### src/rtl/uart_txbuf_pkg.sv
package uart_txbuf_pkg;
  localparam int ADDR_W = 2;
  localparam logic [ADDR_W-1:0] A_CTRL = 2'd0;
  localparam logic [ADDR_W-1:0] A_STAT = 2'd1;
  localparam logic [ADDR_W-1:0] A_DLO  = 2'd2;
  localparam logic [ADDR_W-1:0] A_DHI  = 2'd3;

  // bit 0 is the enable, bit 4 the odd-parity select
  typedef struct packed {
    logic par_odd;
    logic par_en;
    logic nine;
    logic tie;
    logic ten;
  } ctrl_t;

  localparam int CTRL_W = $bits(ctrl_t);
endpackage

### src/rtl/uart_txbuf_regs.sv
module uart_txbuf_regs
  import uart_txbuf_pkg::*;
#(
  parameter int DATA_W = 8
) (
  input  logic              clk,
  input  logic              rst_n,
  input  logic              wr_en,
  input  logic              rd_en,
  input  logic [ADDR_W-1:0] addr,
  input  logic [DATA_W-1:0] wdata,
  input  logic              load_data,
  output ctrl_t             ctrl_q,
  output logic [DATA_W-1:0] dlo_q,
  output logic              dhi_q,
  output logic              empty_q,
  output logic [DATA_W-1:0] rdata
);
  logic armed_q;
  logic lo_wr, stat_rd;

  assign lo_wr   = wr_en && (addr == A_DLO);
  assign stat_rd = rd_en && (addr == A_STAT);

  always_ff @(posedge clk or negedge rst_n) begin
    if (!rst_n) begin
      ctrl_q  <= '0;
      dlo_q   <= '0;
      dhi_q   <= 1'b0;
      empty_q <= 1'b1;
      armed_q <= 1'b0;
    end else begin
      if (wr_en && addr == A_CTRL) ctrl_q <= ctrl_t'(wdata[CTRL_W-1:0]);
      if (wr_en && addr == A_DHI)  dhi_q  <= wdata[0];
      if (lo_wr)                   dlo_q  <= wdata;
      // load happens only while full, the clear only while empty
      if (load_data)               empty_q <= 1'b1;
      else if (lo_wr && armed_q)   empty_q <= 1'b0;
      if (lo_wr)                   armed_q <= 1'b0;
      else if (stat_rd && empty_q) armed_q <= 1'b1;
    end
  end

  always_comb begin
    rdata = '0;
    if (rd_en) begin
      case (addr)
        A_CTRL:  rdata[CTRL_W-1:0] = ctrl_q;
        A_STAT:  rdata[0] = empty_q;
        default: rdata = '0;
      endcase
    end
  end
endmodule

### src/rtl/uart_txbuf_framer.sv
module uart_txbuf_framer
  import uart_txbuf_pkg::*;
#(
  parameter int DATA_W  = 8,
  parameter int FRAME_W = DATA_W + 3,
  parameter int CNT_W   = 4
) (
  input  logic [DATA_W-1:0]  dlo,
  input  logic               dhi,
  input  ctrl_t              ctrl,
  output logic [FRAME_W-1:0] frame,
  output logic [CNT_W-1:0]   len
);
  logic [DATA_W-1:0] lo_body;
  logic              hi_body;

  always_comb begin
    lo_body = dlo;
    hi_body = dhi;
    if (ctrl.nine) begin
      if (ctrl.par_en) hi_body = (^dlo) ^ ctrl.par_odd;
      frame = {1'b1, hi_body, lo_body, 1'b0};
      len   = CNT_W'(DATA_W + 3);
    end else begin
      if (ctrl.par_en) lo_body[DATA_W-1] = (^dlo[DATA_W-2:0]) ^ ctrl.par_odd;
      frame = {2'b11, lo_body, 1'b0};
      len   = CNT_W'(DATA_W + 2);
    end
  end
endmodule

### src/rtl/uart_txbuf_shifter.sv
module uart_txbuf_shifter #(
  parameter int FRAME_W    = 11,
  parameter int OVERSAMPLE = 16,
  parameter int CNT_W      = 4,
  localparam int SUB_W     = $clog2(OVERSAMPLE)
) (
  input  logic               clk,
  input  logic               rst_n,
  input  logic               baud_tick,
  input  logic               ten,
  input  logic               has_data,
  input  logic [FRAME_W-1:0] frame,
  input  logic [CNT_W-1:0]   len,
  output logic               load_data,
  output logic               busy,
  output logic               frame_end,
  output logic               txd
);
  logic [FRAME_W-1:0] sh_q;
  logic [CNT_W-1:0]   left_q;
  logic [SUB_W-1:0]   sub_q;
  logic               busy_q, ten_q, pre_pend_q;
  logic               bit_end, can_start, start_pre, te_rise;

  assign te_rise   = ten && !ten_q;
  assign bit_end   = busy_q && baud_tick && (sub_q == SUB_W'(OVERSAMPLE - 1));
  assign frame_end = bit_end && (left_q == CNT_W'(1));
  assign can_start = ten && (!busy_q || frame_end);
  assign start_pre = can_start && (te_rise || pre_pend_q);
  assign load_data = can_start && !start_pre && has_data;
  assign busy      = busy_q;
  assign txd       = busy_q ? sh_q[0] : 1'b1;

  always_ff @(posedge clk or negedge rst_n) begin
    if (!rst_n) begin
      sh_q       <= '1;
      left_q     <= '0;
      sub_q      <= '0;
      busy_q     <= 1'b0;
      ten_q      <= 1'b0;
      pre_pend_q <= 1'b0;
    end else begin
      ten_q      <= ten;
      pre_pend_q <= start_pre ? 1'b0 : (pre_pend_q || te_rise);
      if (start_pre) begin
        sh_q   <= '1;
        left_q <= len;
        sub_q  <= '0;
        busy_q <= 1'b1;
      end else if (load_data) begin
        sh_q   <= frame;
        left_q <= len;
        sub_q  <= '0;
        busy_q <= 1'b1;
      end else if (bit_end) begin
        sh_q   <= {1'b1, sh_q[FRAME_W-1:1]};
        left_q <= left_q - CNT_W'(1);
        sub_q  <= '0;
        if (left_q == CNT_W'(1)) busy_q <= 1'b0;
      end else if (busy_q && baud_tick) begin
        sub_q  <= sub_q + SUB_W'(1);
      end
    end
  end
endmodule

### src/rtl/uart_txbuf.sv
module uart_txbuf
  import uart_txbuf_pkg::*;
#(
  parameter int DATA_W     = 8,
  parameter int OVERSAMPLE = 16
) (
  input  logic              clk,
  input  logic              rst_n,
  input  logic              baud_tick,
  input  logic              wr_en,
  input  logic              rd_en,
  input  logic [ADDR_W-1:0] addr,
  input  logic [DATA_W-1:0] wdata,
  output logic [DATA_W-1:0] rdata,
  output logic              txd,
  output logic              irq
);
  localparam int FRAME_W = DATA_W + 3;
  localparam int CNT_W   = $clog2(FRAME_W + 1);

  ctrl_t              ctrl_q;
  logic [DATA_W-1:0]  dlo_q;
  logic               dhi_q, empty_q, load_data, busy, frame_end;
  logic [FRAME_W-1:0] frame;
  logic [CNT_W-1:0]   len;

  uart_txbuf_regs #(.DATA_W(DATA_W)) u_regs (
    .clk(clk), .rst_n(rst_n), .wr_en(wr_en), .rd_en(rd_en), .addr(addr),
    .wdata(wdata), .load_data(load_data), .ctrl_q(ctrl_q), .dlo_q(dlo_q),
    .dhi_q(dhi_q), .empty_q(empty_q), .rdata(rdata)
  );

  uart_txbuf_framer #(.DATA_W(DATA_W), .FRAME_W(FRAME_W), .CNT_W(CNT_W)) u_framer (
    .dlo(dlo_q), .dhi(dhi_q), .ctrl(ctrl_q), .frame(frame), .len(len)
  );

  uart_txbuf_shifter #(.FRAME_W(FRAME_W), .OVERSAMPLE(OVERSAMPLE), .CNT_W(CNT_W)) u_shift (
    .clk(clk), .rst_n(rst_n), .baud_tick(baud_tick), .ten(ctrl_q.ten),
    .has_data(!empty_q), .frame(frame), .len(len), .load_data(load_data),
    .busy(busy), .frame_end(frame_end), .txd(txd)
  );

  assign irq = ctrl_q.tie && empty_q;
endmodule

### config.mk
export PLATFORM = sky130hd
export DESIGN_NAME = uart_txbuf
export DESIGN_NICKNAME = d
export VERILOG_FILES = /design/src/rtl/uart_txbuf_pkg.sv /design/src/rtl/uart_txbuf_regs.sv /design/src/rtl/uart_txbuf_framer.sv /design/src/rtl/uart_txbuf_shifter.sv /design/src/rtl/uart_txbuf.sv
export SDC_FILE = /design/constraint.sdc
export NUM_CORES = 1
export LEC_CHECK = 0
export BUFFER_PORTS_ARGS = -buffer_cell sky130_fd_sc_hd__buf_2
export CAP_MARGIN = 10
export CORE_MARGIN = 2
export CORE_UTILIZATION = 35
export CTS_CLUSTER_DIAMETER = 120
export DETAILED_ROUTE_END_ITERATION = 6
export GPL_TIMING_DRIVEN = 0
export PLACE_DENSITY = 0.56
export RECOVER_POWER = 50
export SKIP_LAST_GASP = 1
export SYNTH_ARGS = -nofsm -noshare
export SYNTH_HDL_FRONTEND = slang
export SYNTH_SLANG_ARGS = --single-unit
### constraint.sdc
create_clock -name clk -period 4.6 [get_ports clk]
set_clock_uncertainty 0.05 [all_clocks]
set_input_delay 0 -clock clk [delete_from_list [all_inputs] [get_ports clk]]
set_output_delay 0 -clock clk [all_outputs]
set_load 0.1 [all_outputs]
==> reports/qor.yml <==
clocking:
  clk_latency_ns: 0.29
  clock_sinks: 37
  htreeDepth: 2
  cts.repair.resized: 0
  cts_buffers: 5
  cts_tree: "yes"
  cts_root_buf: "clkbuf_8"
  cts_buffer_depth: 2
  cts.clk_slew.worst_paths_ns: 0.07
power_and_ir_drop:
  p_total_uw: 1090
  p_leak_uw: 0.000977
  ir_worst_vdd_v: 0.000244
  p_per_area_nw_per_um2: 481
placement:
  gp_congestion: 0.715
  dp_hpwl_um: 2610
  portBuffers: 21
global_route:
  antenna_found_initial: 0
  grt_max_degree: 38
  grt_pass1_vias: 1361
  overflow: 0
  grt_usage_pct: 14.0
  grt_first_pass_wirelength_um: 6440
floorplan:
  rows: 26
  die_w_um: 77.0
  start_util_pct: 36.3
  die_area_um2: 5930
  core-area_um2: 5140
  io_pins: 25
  die_h_um: 77.0
timing:
  hold_viol_final: 0
  worst_pin_slew_ns: 1.96
  grt_setup_unrepaired: "no"
  period_needed_ns: 1.98
  relSlewSlack_pct: -31.0
  post-route-period-util_pct: 43.1
  fmax_mhz: 504
  setup_violations: 0
  maxSlewViolCount: 38
  tns_ns: 0
cells_and_area:
  layout_commonest_cell: "dfrtp_1"
  post-route-util_pct: 44.0
  fill_cells: 517
  antenna_cells: 0
  final_cell_mix: "26 x dfrtp_1, 23 x nor2_1, 21 x buf_2"
  layout.nets: 228
  drive_gt1_share_pct: 28.4
  area_delta_synth_final_pct: 21.3
critical_path:
  cpPeakStageDelay_ns: 1.39
  cp_max_fo: 37
  critical_path_buf_inv_count: 2
  path_cells: "dlygate4sd3_1 -> clkbuf_1"
  crit_family: "buffers and inverters"
  cp.required_ns: 4.57
  cp.arrival_ns: 1.95
  worst_setup_path_end_kind: "async pin"
  crit_slowest_cell: "clkbuf_1"
  startpoint_type: "input port"
  crit_type: "input port to async pin"
route:
  dr.pass1.iters: 4
  drc: 0
  via_per_inst: 4.66
  wl_um: 3640
  dr.first_iter.drc_count: 32
  antenna_left: 0
  wl_per_cell_um: 13.0
  vias: 1310
yosys:
  syn_inst: 169
  synth_cell_types: 37
  synthMuxAreaShare_pct: 7.79
  synth_top_family_by_area: "simple AND/OR/NAND/NOR gates"
  synth_area_leaders: "dfrtp_1 35%, dfstp_2 16%, mux2_2 7.2%, nor2_1 4.6%, xnor2_1 3.8%"
  synth_area_per_cell_um2: 11.0
  ys_warn_count: 0
  synth_top_area_share_pct: 34.9
  yosysTopAreaCell: "dfrtp_1"
  synth_compound_area_share_pct: 12.6
  synthAdderAreaFrac_pct: 2.01
  ys_ff_latch: 37
  synth_simple_gate_area_share_pct: 15.6
  synth_ff_type: "dfrtp_1"
  syn_area_um2: 1860
  synthArstFlopShare_pct: 100
  synth_xor_xnor_area_share_pct: 7.72
  yosysSeqAreaShare_pct: 50.4
  synth_edf_count: 0
outcome:
  status: "complete, but fails checks"
  violations: "capacitance limit, slew limit"
hold_path:
  hold_class: "input port to flop"
run:
  drv_cap: 1
sequential cells by signal, summed over array words and instances, names as in the netlist:
name                flops
u_shift.busy            1
u_shift.sub_q           4
u_regs.dhi_q            1
u_shift.left_q          4
u_regs.ctrl_q           5
u_regs.armed_q          1
u_shift.ten_q           1
u_regs.dlo_q            8
u_shift.sh_q           10
u_regs.empty_q          1
u_shift.pre_pend_q      1
per-layer routing:
metal / global-route usage [%] / vias to the layer above / wire (µm)
li1: - / 660 / -
met1: 18.5 / 624 / 1760
met2: 21.7 / 18 / 1710
met3: 3.18 / 8 / 91
met4: 6.96 / 0 / 72
met5: 0 / - / 0
path summary, 6_finish.rpt:
kind,startpoint,end,slack [ns],cells past startpoint
min,baud_tick,u_shift.sub_q[1],0.02,4
max in group clk,u_shift.left_q[1],u_shift.sh_q[8],2.64,8
min in group asynchronous,rst_n,u_regs.armed_q,0.74,2
min reg2reg,u_shift.sh_q[8],u_shift.sh_q[8],0.43,2
max,rst_n,u_regs.dlo_q[0],2.62,2
max reg2reg,u_shift.left_q[1],u_shift.sh_q[8],2.64,8
where the power goes:
part           switching (µW)  internal, µW  total [µW]
clock network             112           122         234
registers                68.8           447         516
logic                     176           161         337
layout make-up:
class                      instances  area [µm²]  area share (%)
tap                               70        87.6            3.87
buffer                             6        43.8            1.94
sequential                        37         940            41.5
multi-input combinational        121         862            38.1
timing repair buffer              32         213            9.40
inverter                           7        26.3            1.16
clock buffer                       8        90.1            3.98
timing repair:
item | in CTS | in global routing
setup endpoints to repair | 0 | 0
buffers inserted | 0 | 0
hold buffers | 11 | 0
hold endpoints to repair | 41 | 0
stage by stage:
step	setup WS (ns)	hold slack (ns)	cell area, µm²	instances
2_1_floorplan	2.11	-0.346	1870	171
6_report	2.62	0.0165	2260	281
3_5_place_dp	2.63	0.0942	2060	262
5_1_grt	2.18	0.0458	2260	281
3_3_place_gp	2.63	0.0987	2060	262
4_1_cts	2.60	0.0110	2260	281
synthesized netlist by cell type, types with 2 or more instances:
master	count
a21oi_1	12
and2_1	5
buf_2	2
buf_4	3
dfrtp_1	26
dfstp_2	11
ha_1	3
inv_1	7
mux2_2	12
nand2_1	10
nand2b_1	7
nand3_1	2
nand3b_1	2
nor2_1	23
nor3_1	2
o21ai_0	5
o2bb2ai_1	7
xnor2_1	8
xor2_1	4
logic make-up (layout without fill, tap and decap cells):
kind of cell               after synthesis  count (layout)
adders and majority gates                3               3
and+or+nand+nor                         56              56
other                                    1               3
DFF                                     37              37
muxes                                   13              13
xor gates and xnor gates                14              14
buffers and inverters                   13              53
AOI/OAI and AO/OA                       32              32
Note: power is estimated with default switching activity, not from simulation.
